[src/rtl/lpc_csr_pkg.sv]
`timescale 1ns/1ps
package lpc_csr_pkg;
    localparam int REG_W  = 8;
    localparam int N_SB   = 3;
    localparam int B_XBSY = 7;
    localparam int B_CREQ = 6;
    localparam int B_SBSY = 5;
    localparam int B_SRST = 4;
    localparam int B_SSDN = 3;

    typedef struct packed {
        logic xbsy;
        logic creq;
        logic sbsy;
    } stat_t;
endpackage

[src/rtl/lpc_csr_pd_edge.sv]
`timescale 1ns/1ps
module lpc_csr_pd_edge #(
    parameter int SYNC_STAGES = 2
) (
    input  logic clk,
    input  logic rst_n,
    input  logic pd_pin,
    input  logic fall_is_sdn,
    output logic sdn_pulse,
    output logic rel_pulse
);
    localparam int MSB = SYNC_STAGES - 1;

    typedef struct packed {
        logic [SYNC_STAGES-1:0] sync;
        logic                   prev;
    } pd_st_t;

    pd_st_t st_d, st_q;
    logic   rise, fall;

    always_comb begin
        st_d      = st_q;
        st_d.sync = {st_q.sync[SYNC_STAGES-2:0], pd_pin};
        st_d.prev = st_q.sync[MSB];
        rise      = st_q.sync[MSB] & ~st_q.prev;
        fall      = ~st_q.sync[MSB] & st_q.prev;
        sdn_pulse = fall_is_sdn ? fall : rise;
        rel_pulse = fall_is_sdn ? rise : fall;
    end

    always_ff @(posedge clk or negedge rst_n) begin
        if (!rst_n) st_q <= '0;
        else        st_q <= st_d;
    end
endmodule

[src/rtl/lpc_csr_status.sv]
`timescale 1ns/1ps
module lpc_csr_status
    import lpc_csr_pkg::*;
(
    input  logic  clk,
    input  logic  rst_n,
    input  logic  lpc_rst,
    input  logic  sdn_any,
    input  logic  cyc_match,
    input  logic  cyc_done,
    input  logic  cyc_abort,
    input  logic  frm_start,
    input  logic  frm_end,
    input  logic  sirq_cont,
    input  logic  quiet_need_clk,
    input  logic  quiet_idle,
    output stat_t stat_o
);
    stat_t st_d, st_q;
    logic  x_set, x_clr, s_set, s_clr, c_set, c_clr;

    always_comb begin
        x_set = cyc_match;
        x_clr = cyc_done | cyc_abort | lpc_rst | sdn_any;
        s_set = frm_start;
        s_clr = frm_end | lpc_rst | sdn_any;
        c_set = sirq_cont | quiet_need_clk | lpc_rst;
        c_clr = quiet_idle;

        st_d = st_q;
        if (x_clr)      st_d.xbsy = 1'b0;
        else if (x_set) st_d.xbsy = 1'b1;
        if (s_clr)      st_d.sbsy = 1'b0;
        else if (s_set) st_d.sbsy = 1'b1;
        if (c_clr)      st_d.creq = 1'b0;
        else if (c_set) st_d.creq = 1'b1;
    end

    always_ff @(posedge clk or negedge rst_n) begin
        if (!rst_n) st_q <= '0;
        else        st_q <= st_d;
    end

    assign stat_o = st_q;
endmodule

[src/rtl/lpc_csr_ctrl.sv]
`timescale 1ns/1ps
module lpc_csr_ctrl
    import lpc_csr_pkg::*;
(
    input  logic            clk,
    input  logic            rst_n,
    input  logic            rd,
    input  logic            wr,
    input  logic [4:0]      wdata,
    input  logic            hw_rst,
    input  logic            sdn_pulse,
    input  logic            rel_pulse,
    output logic            srst_o,
    output logic            ssdn_o,
    output logic [N_SB-1:0] sb_o
);
    typedef struct packed {
        logic            srst;
        logic            ssdn;
        logic            arm_rst;
        logic            arm_sdn;
        logic [N_SB-1:0] sb;
    } ctl_t;

    ctl_t ct_d, ct_q;
    logic d_set, d_clr;

    always_comb begin
        ct_d = ct_q;

        // permission bookkeeping: reads arm, every write disarms
        if (wr) begin
            ct_d.arm_rst = 1'b0;
            ct_d.arm_sdn = 1'b0;
        end else if (rd) begin
            ct_d.arm_rst = ~ct_q.srst;
            ct_d.arm_sdn = ~ct_q.ssdn;
        end

        // software reset bit
        if (wr) begin
            if (!wdata[B_SRST])  ct_d.srst = 1'b0;
            else if (ct_q.arm_rst) ct_d.srst = 1'b1;
        end

        // software shutdown bit, clear beats set
        d_set = (wr & wdata[B_SSDN] & ct_q.arm_sdn) | sdn_pulse;
        d_clr = (wr & ~wdata[B_SSDN]) | hw_rst | ct_q.srst | rel_pulse;
        if (d_clr)      ct_d.ssdn = 1'b0;
        else if (d_set) ct_d.ssdn = 1'b1;

        if (wr) ct_d.sb = wdata[N_SB-1:0];
    end

    always_ff @(posedge clk or negedge rst_n) begin
        if (!rst_n) ct_q <= '0;
        else        ct_q <= ct_d;
    end

    assign srst_o = ct_q.srst;
    assign ssdn_o = ct_q.ssdn;
    assign sb_o   = ct_q.sb;
endmodule

[src/rtl/lpc_csr_top.sv]
`timescale 1ns/1ps
module lpc_csr_top
    import lpc_csr_pkg::*;
#(
    parameter int PD_SYNC = 2
) (
    input  logic             clk,
    input  logic             rst_n,
    input  logic             cpu_rd,
    input  logic             cpu_wr,
    input  logic [REG_W-1:0] cpu_wdata,
    output logic [REG_W-1:0] cpu_rdata,
    input  logic             lpc_hw_rst,
    input  logic             cyc_match,
    input  logic             cyc_done,
    input  logic             cyc_abort,
    input  logic             frm_start,
    input  logic             frm_end,
    input  logic             sirq_cont,
    input  logic             quiet_need_clk,
    input  logic             quiet_idle,
    input  logic             pd_pin,
    input  logic             pd_fall_sel,
    input  logic [N_SB-1:0]  sb_en,
    output logic             sw_rst_o,
    output logic [N_SB-1:0]  sb_own_o,
    output logic [N_SB-1:0]  sb_low_o
);
    logic            w_sdn_pulse, w_rel_pulse;
    logic            w_srst, w_ssdn;
    logic [N_SB-1:0] w_sb;
    stat_t           w_stat;
    logic            lpc_rst, sdn_any;

    assign lpc_rst = lpc_hw_rst | w_srst;
    assign sdn_any = w_sdn_pulse | w_ssdn;

    lpc_csr_pd_edge #(.SYNC_STAGES(PD_SYNC)) u_pd (
        .clk         (clk),
        .rst_n       (rst_n),
        .pd_pin      (pd_pin),
        .fall_is_sdn (pd_fall_sel),
        .sdn_pulse   (w_sdn_pulse),
        .rel_pulse   (w_rel_pulse)
    );

    lpc_csr_status u_stat (
        .clk            (clk),
        .rst_n          (rst_n),
        .lpc_rst        (lpc_rst),
        .sdn_any        (sdn_any),
        .cyc_match      (cyc_match),
        .cyc_done       (cyc_done),
        .cyc_abort      (cyc_abort),
        .frm_start      (frm_start),
        .frm_end        (frm_end),
        .sirq_cont      (sirq_cont),
        .quiet_need_clk (quiet_need_clk),
        .quiet_idle     (quiet_idle),
        .stat_o         (w_stat)
    );

    lpc_csr_ctrl u_ctrl (
        .clk       (clk),
        .rst_n     (rst_n),
        .rd        (cpu_rd),
        .wr        (cpu_wr),
        .wdata     (cpu_wdata[4:0]),
        .hw_rst    (lpc_hw_rst),
        .sdn_pulse (w_sdn_pulse),
        .rel_pulse (w_rel_pulse),
        .srst_o    (w_srst),
        .ssdn_o    (w_ssdn),
        .sb_o      (w_sb)
    );

    always_comb begin
        cpu_rdata         = '0;
        cpu_rdata[B_XBSY] = w_stat.xbsy;
        cpu_rdata[B_CREQ] = w_stat.creq;
        cpu_rdata[B_SBSY] = w_stat.sbsy;
        cpu_rdata[B_SRST] = w_srst;
        cpu_rdata[B_SSDN] = w_ssdn;
        cpu_rdata[N_SB-1:0] = w_sb;
    end

    assign sw_rst_o = w_srst;

    for (genvar i = 0; i < N_SB; i++) begin : g_sb
        assign sb_own_o[i] = sb_en[i];
        assign sb_low_o[i] = sb_en[i] & ~w_sb[i];
    end
endmodule

[config.mk]
export PLATFORM = sky130hd
export DESIGN_NAME = lpc_csr_top
export DESIGN_NICKNAME = d
export VERILOG_FILES = /design/src/rtl/lpc_csr_pkg.sv /design/src/rtl/lpc_csr_pd_edge.sv /design/src/rtl/lpc_csr_status.sv /design/src/rtl/lpc_csr_ctrl.sv /design/src/rtl/lpc_csr_top.sv
export SDC_FILE = /design/constraint.sdc
export NUM_CORES = 1
export LEC_CHECK = 0
export CORE_ASPECT_RATIO = 1.25
export CORE_MARGIN = 1.5
export CORE_UTILIZATION = 34
export CTS_BUF_LIST = sky130_fd_sc_hd__clkbuf_4 sky130_fd_sc_hd__clkbuf_8 sky130_fd_sc_hd__clkbuf_16
export CTS_CLUSTER_SIZE = 40
export DETAILED_ROUTE_END_ITERATION = 8
export PLACE_DENSITY = 0.74
export SLEW_MARGIN = 10
export SYNTH_ARGS = -nofsm -noshare
export SYNTH_HDL_FRONTEND = slang
export SYNTH_SLANG_ARGS = --single-unit
[constraint.sdc]
create_clock -name clk -period 1.1 [get_ports clk]
set_input_delay 0.275 -clock clk [delete_from_list [all_inputs] [get_ports clk]]
set_output_delay 0.275 -clock clk [all_outputs]
set_load 0.1 [all_outputs]
* Word level (Yosys, flattened, before mapping)
Cells that the tools add are included.
** Storage, ports and cells
- Register bits :: 13
- Input port bits :: 26
- Word-level logic and storage cells :: 60
** Operators by class
- Equality and inequality tests :: 1
- Muxes and demuxes :: 14
- Bitwise operators :: 29
- Reduce and logical (&&, ||, !) cells :: 6
** Operators with widths (number)
- $or A1 B1 Y1 :: 13
- $mux W1 :: 12
- $reduce_bool A2 Y1 :: 5
- $and A1 B1 Y1 :: 8
- $not A1 Y1 :: 8
- $mux W2 :: 2
- $ne A2 B1 Y1 const B :: 1
- $reduce_and A2 Y1 :: 1

* Depth between registers and ports, before layout
- Depth in word-level cells :: 6
- Depth in mapped cells :: 4
- Gate-level depth less buffers :: 3

* Modules after synthesis
A second synthesis with hierarchy kept.
** Second synthesis, totals
- Cells, all modules :: 53
- Area, all modules :: 615.6 sq um
** Modules (own cells, without submodules)
- lpc_csr_ctrl :: times used 1, cells each 27, area an instance 329.1 sq um, sequential area each 175.2 sq um
- lpc_csr_pd_edge :: times used 1, cells each 7, area an instance 108.9 sq um, sequential area each 75.1 sq um
- lpc_csr_status :: times used 1, cells each 9, area an instance 108.9 sq um, sequential area each 75.1 sq um
- lpc_csr_top :: times used 1, cells each 10, area an instance 68.8 sq um, sequential area each 0.0 sq um

* Worst setup path before layout
No wires, ideal clock.
- Path kind :: register -> output
- Start point :: reg u_ctrl.ct_q (netlist bit u_ctrl.sb_o[0])
- End point :: out sb_low_o[0]
- Arrival time :: 1.715 ns
- Slack :: -0.890 ns
- Stages on the path, launching flop included :: 2
- Cells stage by stage :: dfrtp_1 -> nor2b_1
** Between the ends
- Cells in the longest elaborated chain, start to end :: 2
** Ends and longest elaborated chain
- start, declared :: line lpc_csr_ctrl.sv:25 : ctl_t ct_d, ct_q;
- start signal, assigned :: line lpc_csr_ctrl.sv:57 : else ct_q <= ct_d;
- $not A1 Y1 :: line lpc_csr_top.sv:91 : assign sb_low_o[i] = sb_en[i] & ~w_sb[i];
- $and A1 B1 Y1 :: line lpc_csr_top.sv:91
- end, declared :: line lpc_csr_top.sv:27 : output logic [N_SB-1:0] sb_low_o
No other way between the ends.

* Worst setup path after layout
Same ends and word-level chain as after synthesis.

==> insert_results.sql <==
INSERT INTO impl_metrics (metric_group, metric, value, unit) VALUES
('status', 'status', 'finished, violations left', ''),
('status', 'violations', 'negative setup slack', ''),
('floorplan', 'dieWidth', '41.0', 'microns'),
('floorplan', 'total_number_of_placement_rows', '17', ''),
('finish', 'n_fill_cell', '117', ''),
('synth', 'yosys.area.top_type', 'sky130_fd_sc_hd__dfrtp_1', ''),
('routing', 'firstDrtPassIters', '4', ''),
('synth', 'synth.ff_latch_count', '13', ''),
('power_and_ir_drop', 'power_density', '1300', 'nW/um^2'),
('clock_network', 'cts_buffers', '3', ''),
('clock_network', 'clk_path_buf_depth', '2', ''),
('worst_setup_path', 'critPathLaunchType', 'flop', ''),
('worst_setup_path', 'crit_path_kind', 'reg -> out', ''),
('worst_setup_path', 'slowest_stage', 'sky130_fd_sc_hd__dfrtp_2', ''),
('floorplan', 'io_pins', '41', ''),
('finish', 'final_layout_size_suffix_gt1_share', '51.5', '%'),
('finish', 'area_growth_synth_to_finish', '111', '%'),
('sta', 'report.final.hold_viol_count', '0', ''),
('finish', 'insertedDiodeCount', '0', ''),
('grt', 'grt_use_total', '17.3', '%'),
('finish', 'final_design_area_no_fill', '1300', 'sq um'),
('clock_network', 'root_buffer', 'sky130_fd_sc_hd__clkbuf_4', ''),
('synth', 'syn_inst', '53', ''),
('power_and_ir_drop', 'ir_drop', '0.800', 'mV'),
('worst_setup_path', 'worst_ep_arrival_time', '1.03', 'ns'),
('placement', 'place_inst', '108', ''),
('grt', 'grt_first_pass_wirelength', '2420', 'microns'),
('power_and_ir_drop', 'power.static_leakage', '0.572', 'nW'),
('sta', 'maxSlewViolCount', '0', ''),
('finish', 'layout_commonest_cell', 'sky130_fd_sc_hd__clkdlybuf4s50_1', ''),
('floorplan', 'floorplan.initialDensity', '35.6', '%'),
('sta', 'tightest_slew', '0.315', 'ns'),
('power_and_ir_drop', 'total_power', '1.69', 'mW'),
('worst_setup_path', 'critPathCaptureType', 'output pin', ''),
('routing', 'drt_iter0_markers', '3', ''),
('floorplan', 'core_area', '1720', 'sq um'),
('sta', 'finalCritPeriodShare', '119', '%'),
('grt', 'grt_antenna_before_repair', '0', ''),
('routing', 'count_of_antenna_violating_nets_left_after_detailed_routing', '0', ''),
('worst_setup_path', 'timing.critical_path.cells', 'nor2b_4, buf_12', ''),
('placement', 'port_buffers', '37', ''),
('synth', 'synth-seq-area-share', '53.1', '%'),
('hold_path', 'hold_path.class', 'in -> async', ''),
('grt', 'first_global_vias', '568', ''),
('sta', 'setup-violations-final', '15', ''),
('grt', 'grt_max_degree', '14', ''),
('finish', 'finish.cell_count_without_fillers', '116', ''),
('synth', 'netlist_area', '613', 'sq um'),
('worst_setup_path', 'worst_path_largest_cell_delay', '0.45', 'ns'),
('placement', 'finalWeightedCongestion', '0.649', ''),
('sta', 'final_critical_path_setup_slack', '-0.208', 'ns'),
('clock_network', 'numClockSinks', '13', ''),
('grt', 'grt_overflow_total', '0', ''),
('floorplan', 'die-height', '50.5', 'microns'),
('sta', 'timing.setup.tns', '-1.66', 'ns'),
('clock_network', 'path_clk_slew', '0.08', 'ns'),
('routing', 'routed_wire_length_per_instance', '13.3', 'microns'),
('floorplan', 'die-area', '2070', 'sq um'),
('finish', 'layout.cells.most_common_list', 'sky130_fd_sc_hd__clkdlybuf4s50_1, sky130_fd_sc_hd__buf_12, sky130_fd_sc_hd__buf_4, sky130_fd_sc_hd__dfrtp_1, sky130_fd_sc_hd__dfrtp_2', ''),
('sta', 'grt_setup_unrepaired', 'yes', ''),
('synth', 'yosysTopAreaCellShare', '53.1', '%'),
('finish', 'final_core_util', '75.2', '%'),
('synth', 'synth_area_leaders', 'sky130_fd_sc_hd__dfrtp_1, sky130_fd_sc_hd__buf_4, sky130_fd_sc_hd__mux2_2, sky130_fd_sc_hd__mux2i_1, sky130_fd_sc_hd__nor2_8', ''),
('finish', 'multiInputGateArea', '256', 'sq um'),
('synth', 'postSynthNetCount', '79', ''),
('worst_setup_path', 'critical_path_required', '0.82', 'ns'),
('finish', 'num-nets-final', '124', ''),
('routing', 'via_count', '542', ''),
('synth', 'yosys_warnings', '0', ''),
('sta', 'final_period_minus_worst_setup_slack', '1.31', 'ns'),
('clock_network', 'clock_tree.htree_level_count', '1', '');
[synthesized netlist by cell type, drive strengths merged]
master   count
inv          4
mux2         3
o211ai       1
and3b        1
o21a         1
mux2i        2
nor4         1
dfrtp       13
a21oi        3
nand2        1
buf          9
nor3         2
nor2b        3
a2bb2oi      1
nor2         5
o21ai        3
[cell families (layout without fill, tap and decap cells)]
kind of cell | after synthesis | in the layout | share of synthesized area, %
compound gates | 9 | 9 | 10.2
buf+inv | 13 | 57 | 13.5
flops | 13 | 13 | 53.1
mux | 5 | 5 | 8.78
simple gates | 13 | 13 | 14.5
[report_power, final]
group          switching [mW]  total, mW  internal (mW)
sequential             0.0486      0.568          0.520
clock                   0.142      0.307          0.165
combinational           0.458      0.811          0.354
[flip-flops by register name, indices dropped and copies added (netlist names)]
name and cells:
u_pd.st_d 2, u_pd.st_q 1, u_ctrl.ct_q 2, u_ctrl.srst_o 1
u_ctrl.sb_o 3, u_ctrl.ssdn_o 1, u_stat.stat_o 3
[metrics by stage]
| step | setup slack (ns) | hold slack [ns] |
|---|---|---|
| after CTS | -0.225 | 0.315 |
| after floorplan | -0.0720 | -0.0206 |
| after global placement | -0.331 | 0.336 |
| final | -0.208 | 0.311 |
| after detailed placement | -0.422 | 0.341 |
| after global routing | -0.241 | 0.333 |
[layer usage]
| layer | part of all wire [%] | global-route usage, % |
|---|---|---|
| met1 | 35 | 18.2 |
| met2 | 60 | 31.0 |
| met3 | 4.9 | 3.10 |
| met4 | 0 | 6.67 |
| met5 | 0 | 0 |
[final timing paths]
check / endpoint / depth (start not counted) / start
min in group clk: u_pd.st_d[0] / 0 / u_pd.st_d[2]
max in group asynchronous: u_ctrl.srst_o / 2 / rst_n
worst max register to register: u_stat.stat_o[2] / 4 / u_ctrl.srst_o
worst min register to register: u_pd.st_d[0] / 0 / u_pd.st_d[2]
worst max-delay path: sb_low_o[0] / 2 / u_ctrl.sb_o[0]
worst min-delay path: u_ctrl.ct_q[3] / 2 / rst_n
[repair_timing]
| item | CTS | global route |
|---|---|---|
| buffers inserted | 2 | 2 |
| gates resized for setup | 10 | 8 |
| endpoints found under the setup margin | 20 | 18 |
| pin swaps | 0 | 1 |
| hold buffers | 0 | 0 |
[final cells by class]
class                   count  share of cell area (%)
flip-flops and latches     13                    25.9
multi-input cells          27                    19.8
clock buffers               4                    2.32
well taps                  19                    1.83
inverters                   4                    1.16
repair buffers             49                    49.0
(Power assumes the default switching activity.)
